## config.mk

```make
export PLATFORM = sky130hd
export DESIGN_NAME = otp_wiper_ctrl
export DESIGN_NICKNAME = d
export VERILOG_FILES = /design/src/rtl/otp_wiper_pkg.sv /design/src/rtl/otp_line_sync.sv /design/src/rtl/otp_fuse_seq.sv /design/src/rtl/otp_wiper_ctrl.sv
export SDC_FILE = /design/constraint.sdc
export NUM_CORES = 1
export LEC_CHECK = 0
export ABC_AREA = 1
export BUFFER_PORTS_ARGS = -buffer_cell sky130_fd_sc_hd__buf_4
export CAP_MARGIN = 20
export CORE_UTILIZATION = 50
export DETAILED_ROUTE_END_ITERATION = 10
export PLACE_DENSITY = 0.74
export SYNTH_ARGS = -nofsm -noshare
export SYNTH_HDL_FRONTEND = slang
export SYNTH_SLANG_ARGS = --single-unit
```

## constraint.sdc

```tcl
create_clock -name clk -period 1.7 [get_ports clk]
set_input_delay 0.34 -clock clk [delete_from_list [all_inputs] [get_ports clk]]
set_output_delay 0.34 -clock clk [all_outputs]
set_load 0.005 [all_outputs]
```

## src/rtl/otp_wiper_pkg.sv

```systemverilog
package otp_wiper_pkg;
    localparam int WIPER_W = 6;
    localparam int BYTE_W  = 8;
    localparam int LOCK_BIT = 7;

    localparam logic [1:0] VERDICT_BLANK = 2'b00;
    localparam logic [1:0] VERDICT_GOOD  = 2'b11;
    localparam logic [1:0] VERDICT_FAULT = 2'b10;

    typedef enum logic [2:0] {
        BUS_IDLE, BUS_ADDR, BUS_ADDR_ACK, BUS_CMD, BUS_CMD_ACK, BUS_TX, BUS_TX_ACK
    } bus_state_t;

    typedef enum logic [2:0] {
        FS_INIT, FS_OPEN, FS_BURN, FS_CHECK, FS_LOCKED
    } fuse_state_t;
endpackage

```

## src/rtl/otp_line_sync.sv

```systemverilog
module otp_line_sync #(
    parameter int STAGES = 2
) (
    input  logic clk,
    input  logic rst_n,
    input  logic scl_i,
    input  logic sda_i,
    output logic scl_o,
    output logic scl_rise_o,
    output logic scl_fall_o,
    output logic sda_o,
    output logic start_o,
    output logic stop_o
);
    logic [STAGES-1:0] scl_sh, sda_sh;
    logic scl_d, sda_d;

    always_ff @(posedge clk or negedge rst_n) begin
        if (!rst_n) begin
            scl_sh <= '1;
            sda_sh <= '1;
            scl_d  <= 1'b1;
            sda_d  <= 1'b1;
        end else begin
            scl_sh <= {scl_sh[STAGES-2:0], scl_i};
            sda_sh <= {sda_sh[STAGES-2:0], sda_i};
            scl_d  <= scl_sh[STAGES-1];
            sda_d  <= sda_sh[STAGES-1];
        end
    end

    assign scl_o      = scl_sh[STAGES-1];
    assign sda_o      = sda_sh[STAGES-1];
    assign scl_rise_o = scl_o & ~scl_d;
    assign scl_fall_o = ~scl_o & scl_d;
    assign start_o    = scl_o & scl_d & sda_d & ~sda_o;
    assign stop_o     = scl_o & scl_d & ~sda_d & sda_o;
endmodule

```

## src/rtl/otp_fuse_seq.sv

```systemverilog
module otp_fuse_seq
    import otp_wiper_pkg::*;
#(
    parameter int PROG_CYCLES = 20_000_000
) (
    input  logic               clk,
    input  logic               rst_n,
    input  logic               cmd_valid_i,
    input  logic               cmd_lock_i,
    input  logic [WIPER_W-1:0] cmd_code_i,
    input  logic               fuse_blown_i,
    input  logic [WIPER_W-1:0] fuse_code_i,
    output logic               fuse_burn_o,
    output logic [WIPER_W-1:0] fuse_code_o,
    output logic [WIPER_W-1:0] wiper_o,
    output logic [1:0]         verdict_o,
    output logic               busy_o
);
    localparam int CNT_W = $clog2(PROG_CYCLES + 1);
    localparam logic [CNT_W-1:0] CNT_LAST = CNT_W'(PROG_CYCLES - 1);
    localparam logic [WIPER_W-1:0] MIDSCALE = WIPER_W'(1) << (WIPER_W - 1);

    fuse_state_t st_q, st_nx;
    logic [CNT_W-1:0]   cnt_q;
    logic [WIPER_W-1:0] wiper_q;
    logic [1:0]         verdict_q;

    always_comb begin
        st_nx = st_q;
        unique case (st_q)
            FS_INIT:   st_nx = fuse_blown_i ? FS_LOCKED : FS_OPEN;
            FS_OPEN:   if (cmd_valid_i && cmd_lock_i) st_nx = FS_BURN;
            FS_BURN:   if (cnt_q == CNT_LAST) st_nx = FS_CHECK;
            FS_CHECK:  st_nx = FS_LOCKED;
            FS_LOCKED: st_nx = FS_LOCKED;
            default:   st_nx = FS_INIT;
        endcase
    end

    always_ff @(posedge clk or negedge rst_n) begin
        if (!rst_n) st_q <= FS_INIT;
        else        st_q <= st_nx;
    end

    always_ff @(posedge clk or negedge rst_n) begin
        if (!rst_n) begin
            wiper_q   <= MIDSCALE;
            verdict_q <= VERDICT_BLANK;
            cnt_q     <= '0;
        end else begin
            unique case (st_q)
                FS_INIT: if (fuse_blown_i) begin
                    wiper_q   <= fuse_code_i;
                    verdict_q <= VERDICT_GOOD;
                end
                FS_OPEN: begin
                    cnt_q <= '0;
                    if (cmd_valid_i && !cmd_lock_i) wiper_q <= cmd_code_i;
                end
                FS_BURN:  cnt_q <= cnt_q + 1'b1;
                FS_CHECK: verdict_q <= (fuse_code_i == wiper_q) ? VERDICT_GOOD : VERDICT_FAULT;
                default: ;
            endcase
        end
    end

    assign wiper_o     = wiper_q;
    assign verdict_o   = verdict_q;
    assign fuse_code_o = wiper_q;
    assign fuse_burn_o = (st_q == FS_BURN);
    assign busy_o      = (st_q == FS_BURN) || (st_q == FS_CHECK);

    logic burn_done_q;
    always_ff @(posedge clk or negedge rst_n) begin
        if (!rst_n)              burn_done_q <= 1'b0;
        else if (st_q == FS_CHECK) burn_done_q <= 1'b1;
    end

    assert_frozen_R5: assert property (@(posedge clk) disable iff (!rst_n)
        (st_q == FS_LOCKED) |=> $stable(wiper_o));
    assert_burn_code_steady_R4: assert property (@(posedge clk) disable iff (!rst_n)
        (fuse_burn_o && $past(fuse_burn_o)) |-> $stable(fuse_code_o));
    assert_single_burn_R6: assert property (@(posedge clk) disable iff (!rst_n)
        burn_done_q |-> !fuse_burn_o);
    assert_verdict_legal_R7: assert property (@(posedge clk) disable iff (!rst_n)
        verdict_o != 2'b01);
endmodule

```

## src/rtl/otp_wiper_ctrl.sv

```systemverilog
module otp_wiper_ctrl
    import otp_wiper_pkg::*;
#(
    parameter logic [5:0] ADDR_HI     = 6'b010110,
    parameter int         PROG_CYCLES = 20_000_000
) (
    input  logic               clk,
    input  logic               rst_n,
    input  logic               scl_i,
    input  logic               sda_i,
    output logic               sda_oe_o,
    input  logic               addr_sel_i,
    input  logic               fuse_blown_i,
    input  logic [WIPER_W-1:0] fuse_code_i,
    output logic               fuse_burn_o,
    output logic [WIPER_W-1:0] fuse_code_o,
    output logic [WIPER_W-1:0] wiper_o,
    output logic               busy_o
);
    localparam logic [3:0] BITS_DONE = 4'(BYTE_W);

    logic scl_s, sda_s, scl_rise, scl_fall, start_det, stop_det;
    bus_state_t st_q, st_nx;
    logic [BYTE_W-1:0] rx_q, tx_q, status;
    logic [3:0] bitcnt_q;
    logic rw_q, mack_q, sda_oe_q;
    logic addr_hit, byte_end, cmd_valid;
    logic [1:0] verdict;

    otp_line_sync #(.STAGES(2)) u_sync (
        .clk(clk), .rst_n(rst_n), .scl_i(scl_i), .sda_i(sda_i),
        .scl_o(scl_s), .scl_rise_o(scl_rise), .scl_fall_o(scl_fall),
        .sda_o(sda_s), .start_o(start_det), .stop_o(stop_det)
    );

    assign addr_hit  = (rx_q[BYTE_W-1:1] == {ADDR_HI, addr_sel_i});
    assign byte_end  = scl_fall && (bitcnt_q == BITS_DONE);
    assign cmd_valid = (st_q == BUS_CMD) && byte_end && !start_det && !stop_det;
    assign status    = {verdict, wiper_o};

    always_comb begin
        st_nx = st_q;
        if (stop_det)       st_nx = BUS_IDLE;
        else if (start_det) st_nx = BUS_ADDR;
        else begin
            unique case (st_q)
                BUS_IDLE:     st_nx = BUS_IDLE;
                BUS_ADDR:     if (byte_end) st_nx = (addr_hit && !busy_o) ? BUS_ADDR_ACK : BUS_IDLE;
                BUS_ADDR_ACK: if (scl_fall) st_nx = rw_q ? BUS_TX : BUS_CMD;
                BUS_CMD:      if (byte_end) st_nx = BUS_CMD_ACK;
                BUS_CMD_ACK:  if (scl_fall) st_nx = BUS_CMD;
                BUS_TX:       if (byte_end) st_nx = BUS_TX_ACK;
                BUS_TX_ACK:   if (scl_fall) st_nx = mack_q ? BUS_TX : BUS_IDLE;
                default:      st_nx = BUS_IDLE;
            endcase
        end
    end

    always_ff @(posedge clk or negedge rst_n) begin
        if (!rst_n) st_q <= BUS_IDLE;
        else        st_q <= st_nx;
    end

    always_ff @(posedge clk or negedge rst_n) begin
        if (!rst_n) begin
            rx_q <= '0; tx_q <= '0; bitcnt_q <= '0;
            rw_q <= 1'b0; mack_q <= 1'b0; sda_oe_q <= 1'b0;
        end else if (start_det || stop_det) begin
            bitcnt_q <= '0;
            sda_oe_q <= 1'b0;
        end else begin
            unique case (st_q)
                BUS_ADDR, BUS_CMD: begin
                    if (scl_rise) begin
                        rx_q     <= {rx_q[BYTE_W-2:0], sda_s};
                        bitcnt_q <= bitcnt_q + 1'b1;
                    end
                    if (byte_end) begin
                        if (st_q == BUS_CMD) sda_oe_q <= 1'b1;
                        else if (addr_hit && !busy_o) begin
                            sda_oe_q <= 1'b1;
                            rw_q     <= rx_q[0];
                        end
                    end
                end
                BUS_ADDR_ACK: if (scl_fall) begin
                    bitcnt_q <= '0;
                    tx_q     <= status;
                    sda_oe_q <= rw_q ? ~status[BYTE_W-1] : 1'b0;
                end
                BUS_CMD_ACK: if (scl_fall) begin
                    bitcnt_q <= '0;
                    sda_oe_q <= 1'b0;
                end
                BUS_TX: begin
                    if (scl_rise) bitcnt_q <= bitcnt_q + 1'b1;
                    if (scl_fall) begin
                        if (bitcnt_q == BITS_DONE) sda_oe_q <= 1'b0;
                        else begin
                            sda_oe_q <= ~tx_q[BYTE_W-2];
                            tx_q     <= {tx_q[BYTE_W-2:0], 1'b0};
                        end
                    end
                end
                BUS_TX_ACK: begin
                    if (scl_rise) mack_q <= ~sda_s;
                    if (scl_fall && mack_q) begin
                        bitcnt_q <= '0;
                        tx_q     <= status;
                        sda_oe_q <= ~status[BYTE_W-1];
                    end
                end
                default: ;
            endcase
        end
    end

    assign sda_oe_o = sda_oe_q;

    otp_fuse_seq #(.PROG_CYCLES(PROG_CYCLES)) u_fuse (
        .clk(clk), .rst_n(rst_n),
        .cmd_valid_i(cmd_valid), .cmd_lock_i(rx_q[LOCK_BIT]),
        .cmd_code_i(rx_q[WIPER_W-1:0]),
        .fuse_blown_i(fuse_blown_i), .fuse_code_i(fuse_code_i),
        .fuse_burn_o(fuse_burn_o), .fuse_code_o(fuse_code_o),
        .wiper_o(wiper_o), .verdict_o(verdict), .busy_o(busy_o)
    );

    assert_ack_never_busy_R8: assert property (@(posedge clk) disable iff (!rst_n)
        (st_q == BUS_ADDR_ACK) |-> !busy_o);
    assert_oe_rise_scl_low_R10: assert property (@(posedge clk) disable iff (!rst_n)
        $rose(sda_oe_o) |-> !scl_s);
    assert_oe_fall_scl_low_R10: assert property (@(posedge clk) disable iff (!rst_n)
        $fell(sda_oe_o) |-> !scl_s);
endmodule

```

==> flow_summary_export.csv <==
group,metric,value,unit
yosys,synth-simple-area-share,30.6,%
yosys,yosys.area_share.adder,0.990,%
sta,hold_violations,0,
cts,numCtsBuffers,9,
die,fp.dieH,89.1,µm
yosys,postSynthAreaPerCell,7.57,µm²
yosys,synthMuxAreaShare,0.297,%
critical_path,worst_path_max_delay_cell,"dfrtp_1",
critical_path,crit_path_end_kind,"register",
critical_path,startpoint_type,"register",
die,core-area,7290,µm²
sta,period_share,97.3,%
yosys,netlist_instances,501,
critical_path,path_buf_inv,2,
yosys,synth-main-ff-cell,"dfrtp_1",
critical_path,cp_max_fo,6,
sta,fin_skew,0.00739,ns
global_route,grt.total_usage,22.5,%
sta,slew-limit-headroom,75.3,%
sta,worstMarginPinSlew,0.367,ns
detailed_routing,dr.first_iter.drc_count,158,
yosys,synth_area_leaders,"dfrtp_1, nand2_1, inv_1, o21ai_0, dfstp_2",
cts,clk_pin_slew,0.08,ns
yosys,synth_area,3790,µm²
yosys,synth_nets,516,
detailed_routing,drc,0,
yosys,synth_top_area_share,39.6,%
sta,setup-violations-final,0,
yosys,synth_most_common_cell,"nand2_1",
run_status,status,"complete, no violations",
cts,cts_buffer_depth,2,
cts,clk_latency,0.35,ns
global_route,grt_pass1_wl,13500,µm
cells_and_area,final_cell_area,4430,µm²
cts,clock_sinks,67,
global_route,grt_pass1_vias,3139,
pwr,powerDensity,1210,nW/µm²
detailed_routing,routed_wl,8290,µm
cells_and_area,nets,561,
cells_and_area,num_antenna_cells,0,
place,port_buffers,26,
yosys,synthArstFlopShare,100,%
critical_path,crit_family,"simple AND/OR/NAND/NOR gates",
yosys,ys_seq_elements,67,
critical_path,cpPeakStageDelay,0.43,ns
yosys,synth-edff-count,0,
yosys,synth_cell_types,43,
critical_path,arrival,1.89,ns
pwr,irDropWorstVdd,0.752,mV
place,gp_congestion,0.848,
global_route,busiest_layer,"met2",
worst_hold_path,hp-class,"in2reg",
pwr,p_leak,2.16,nW
sta,slew_viol_final,0,
critical_path,crit_chain,"inv_2 -> ha_4 -> nand2_2 -> nor2_1 -> nand2_1 -> or2_1 -> o21ai_2 -> buf_4 -> o21ai_0",
yosys,seq_area_frac_synth,44.4,%
global_route,grtUsageMet1,25.8,%
critical_path,crit_type,"reg2reg",
die,die_w,89.1,µm
global_route,grt_use_met2,41.1,%
cts,cts_tree,"built",
sta,fmax,605,MHz
die,rows,31,
place,post_dp_cell_area,4100,µm²
run,drv_cap,0,
die,dieArea,7940,µm²
critical_path,cp_data_required_time,1.93,ns
die,initial_core_util,52.0,%
detailed_routing,routedWlPerCell,12.8,µm
sta,final.min_clock_period,1.65,ns
cells_and_area,drive_gt1_share,22.5,%
yosys,synthXorXnorAreaFrac,1.15,%
detailed_routing,viasPerCell,5.09,
yosys,synth_top_cell_by_area,"dfrtp_1",
global_route,antenna_found_initial,0,
place,dp_hpwl,6110,µm
global_route,grtUsageMet3,5.91,%
cells_and_area,num-fill-cells,697,
detailed_routing,firstDrtPassIters,4,
pwr,power,5.36,mW
global_route,grt_max_degree,31,
yosys,synth-compound-area-share,12.1,%
yosys,synthTopCellsByCount,"nand2_1, inv_1, dfrtp_1",
die,ios,27,
global_route,gr-total-overflow,0,
detailed_routing,vias,3306,
detailed_routing,ant_nets,0,
sta,rsz0062_at_grt,"true",
yosys,synth_top_family_by_area,"simple AND/OR/NAND/NOR gates",
cts,cts_htree_levels,3,
cts,root_buffer,"clkbuf_8",
cells_and_area,syn_to_final_growth,16.9,%
yosys,yosysWarningCount,0,
what timing repair did:
action | in CTS | in global routing
resized for setup | 4 | 24
cloned | 0 | 1
endpoints found under the setup margin | 1 | 19
hold endpoints to repair | 18 | 0
pin swaps | 1 | 9
hold buffers | 1 | 0
buffers inserted | 1 | 8
stage by stage:
step	worst slack (ns)	cells	hold slack [ns]	util [%]	setup TNS (ns)
after global routing	-0.0779	650	0.0804	60.8	-0.555
after detailed placement	0.0714	623	0.267	56.3	0
after CTS	0.0255	641	0.0808	59.1	0
after global placement	0.142	623	0.263	56.3	0
final	0.0464	650	0.101	60.8	0
after floorplan	0.210	501	0.0444	-	0
flip-flops by register name (all words and copies together), names as in the netlist:
name,cells
tx_q,7
rx_q,8
sda_oe_o,1
u_sync.scl_sh,2
bitcnt_q,4
u_fuse.cnt_q,25
u_fuse.verdict_o,2
u_sync.scl_d,1
st_q,3
rw_q,1
u_sync.sda_sh,2
u_sync.sda_d,1
mack_q,1
u_fuse.st_q,3
u_fuse.fuse_code_o,6
report_power, final:
group	switching (mW)	internal (mW)
registers	0.310	1.95
clock network	0.611	0.667
logic	0.995	0.823
total	1.92	3.44
cells in the final DEF, fill, tap and decap left out, drive strengths merged, types with 3 or more instances in the layout:
| cell | count |
|---|---|
| o21ai | 57 |
| nor3 | 13 |
| nand3b | 3 |
| nor2 | 45 |
| a21oi | 10 |
| dfstp | 7 |
| o21a | 6 |
| inv | 73 |
| nand3 | 36 |
| buf | 48 |
| ha | 3 |
| clkinv | 6 |
| dfrtp | 60 |
| nand4 | 9 |
| clkbuf | 10 |
| xor2 | 4 |
| nand2 | 148 |
cell families (layout without fill, tap and decap cells):
family | count (synthesis) | after routing
flops | 67 | 67
fa+ha+maj | 3 | 3
mux | 1 | 1
simple gates | 256 | 256
buf+inv | 90 | 140
xor+xnor | 5 | 5
compound gates | 79 | 79
path summary, 6_finish.rpt:
path / start / to / slack [ns] / cells past startpoint
worst max-delay path: bitcnt_q[0] / u_fuse.fuse_code_o[2] / 0.05 / 9
worst min-delay path: scl_i / u_sync.scl_sh[0] / 0.10 / 1
worst max register to register: bitcnt_q[0] / u_fuse.fuse_code_o[2] / 0.05 / 9
worst min register to register: u_sync.scl_sh[0] / u_sync.scl_sh[1] / 0.36 / 0
max in group asynchronous: rst_n / u_fuse.fuse_code_o[5] / 0.67 / 3
min in group asynchronous: rst_n / u_fuse.cnt_q[7] / 0.44 / 2
metal layers:
metal / part of all wire (%) / wire (µm)
met5: 0 / 0
met4: 1.4 / 113
met3: 3.6 / 295
met2: 52 / 4270
met1: 44 / 3610
final cells by class:
| cell class | count | area (µm²) | area share (%) |
|---|---|---|---|
| flip-flops and latches | 67 | 1690 | 38.1 |
| repair buffers | 49 | 387 | 8.72 |
| clock buffers | 10 | 128 | 2.88 |
| inverters | 75 | 290 | 6.55 |
| well taps | 99 | 124 | 2.80 |
| clock inverters | 6 | 57.6 | 1.30 |
| multi-input cells | 344 | 1760 | 39.6 |
Note: power is estimated with default switching activity, not from simulation.
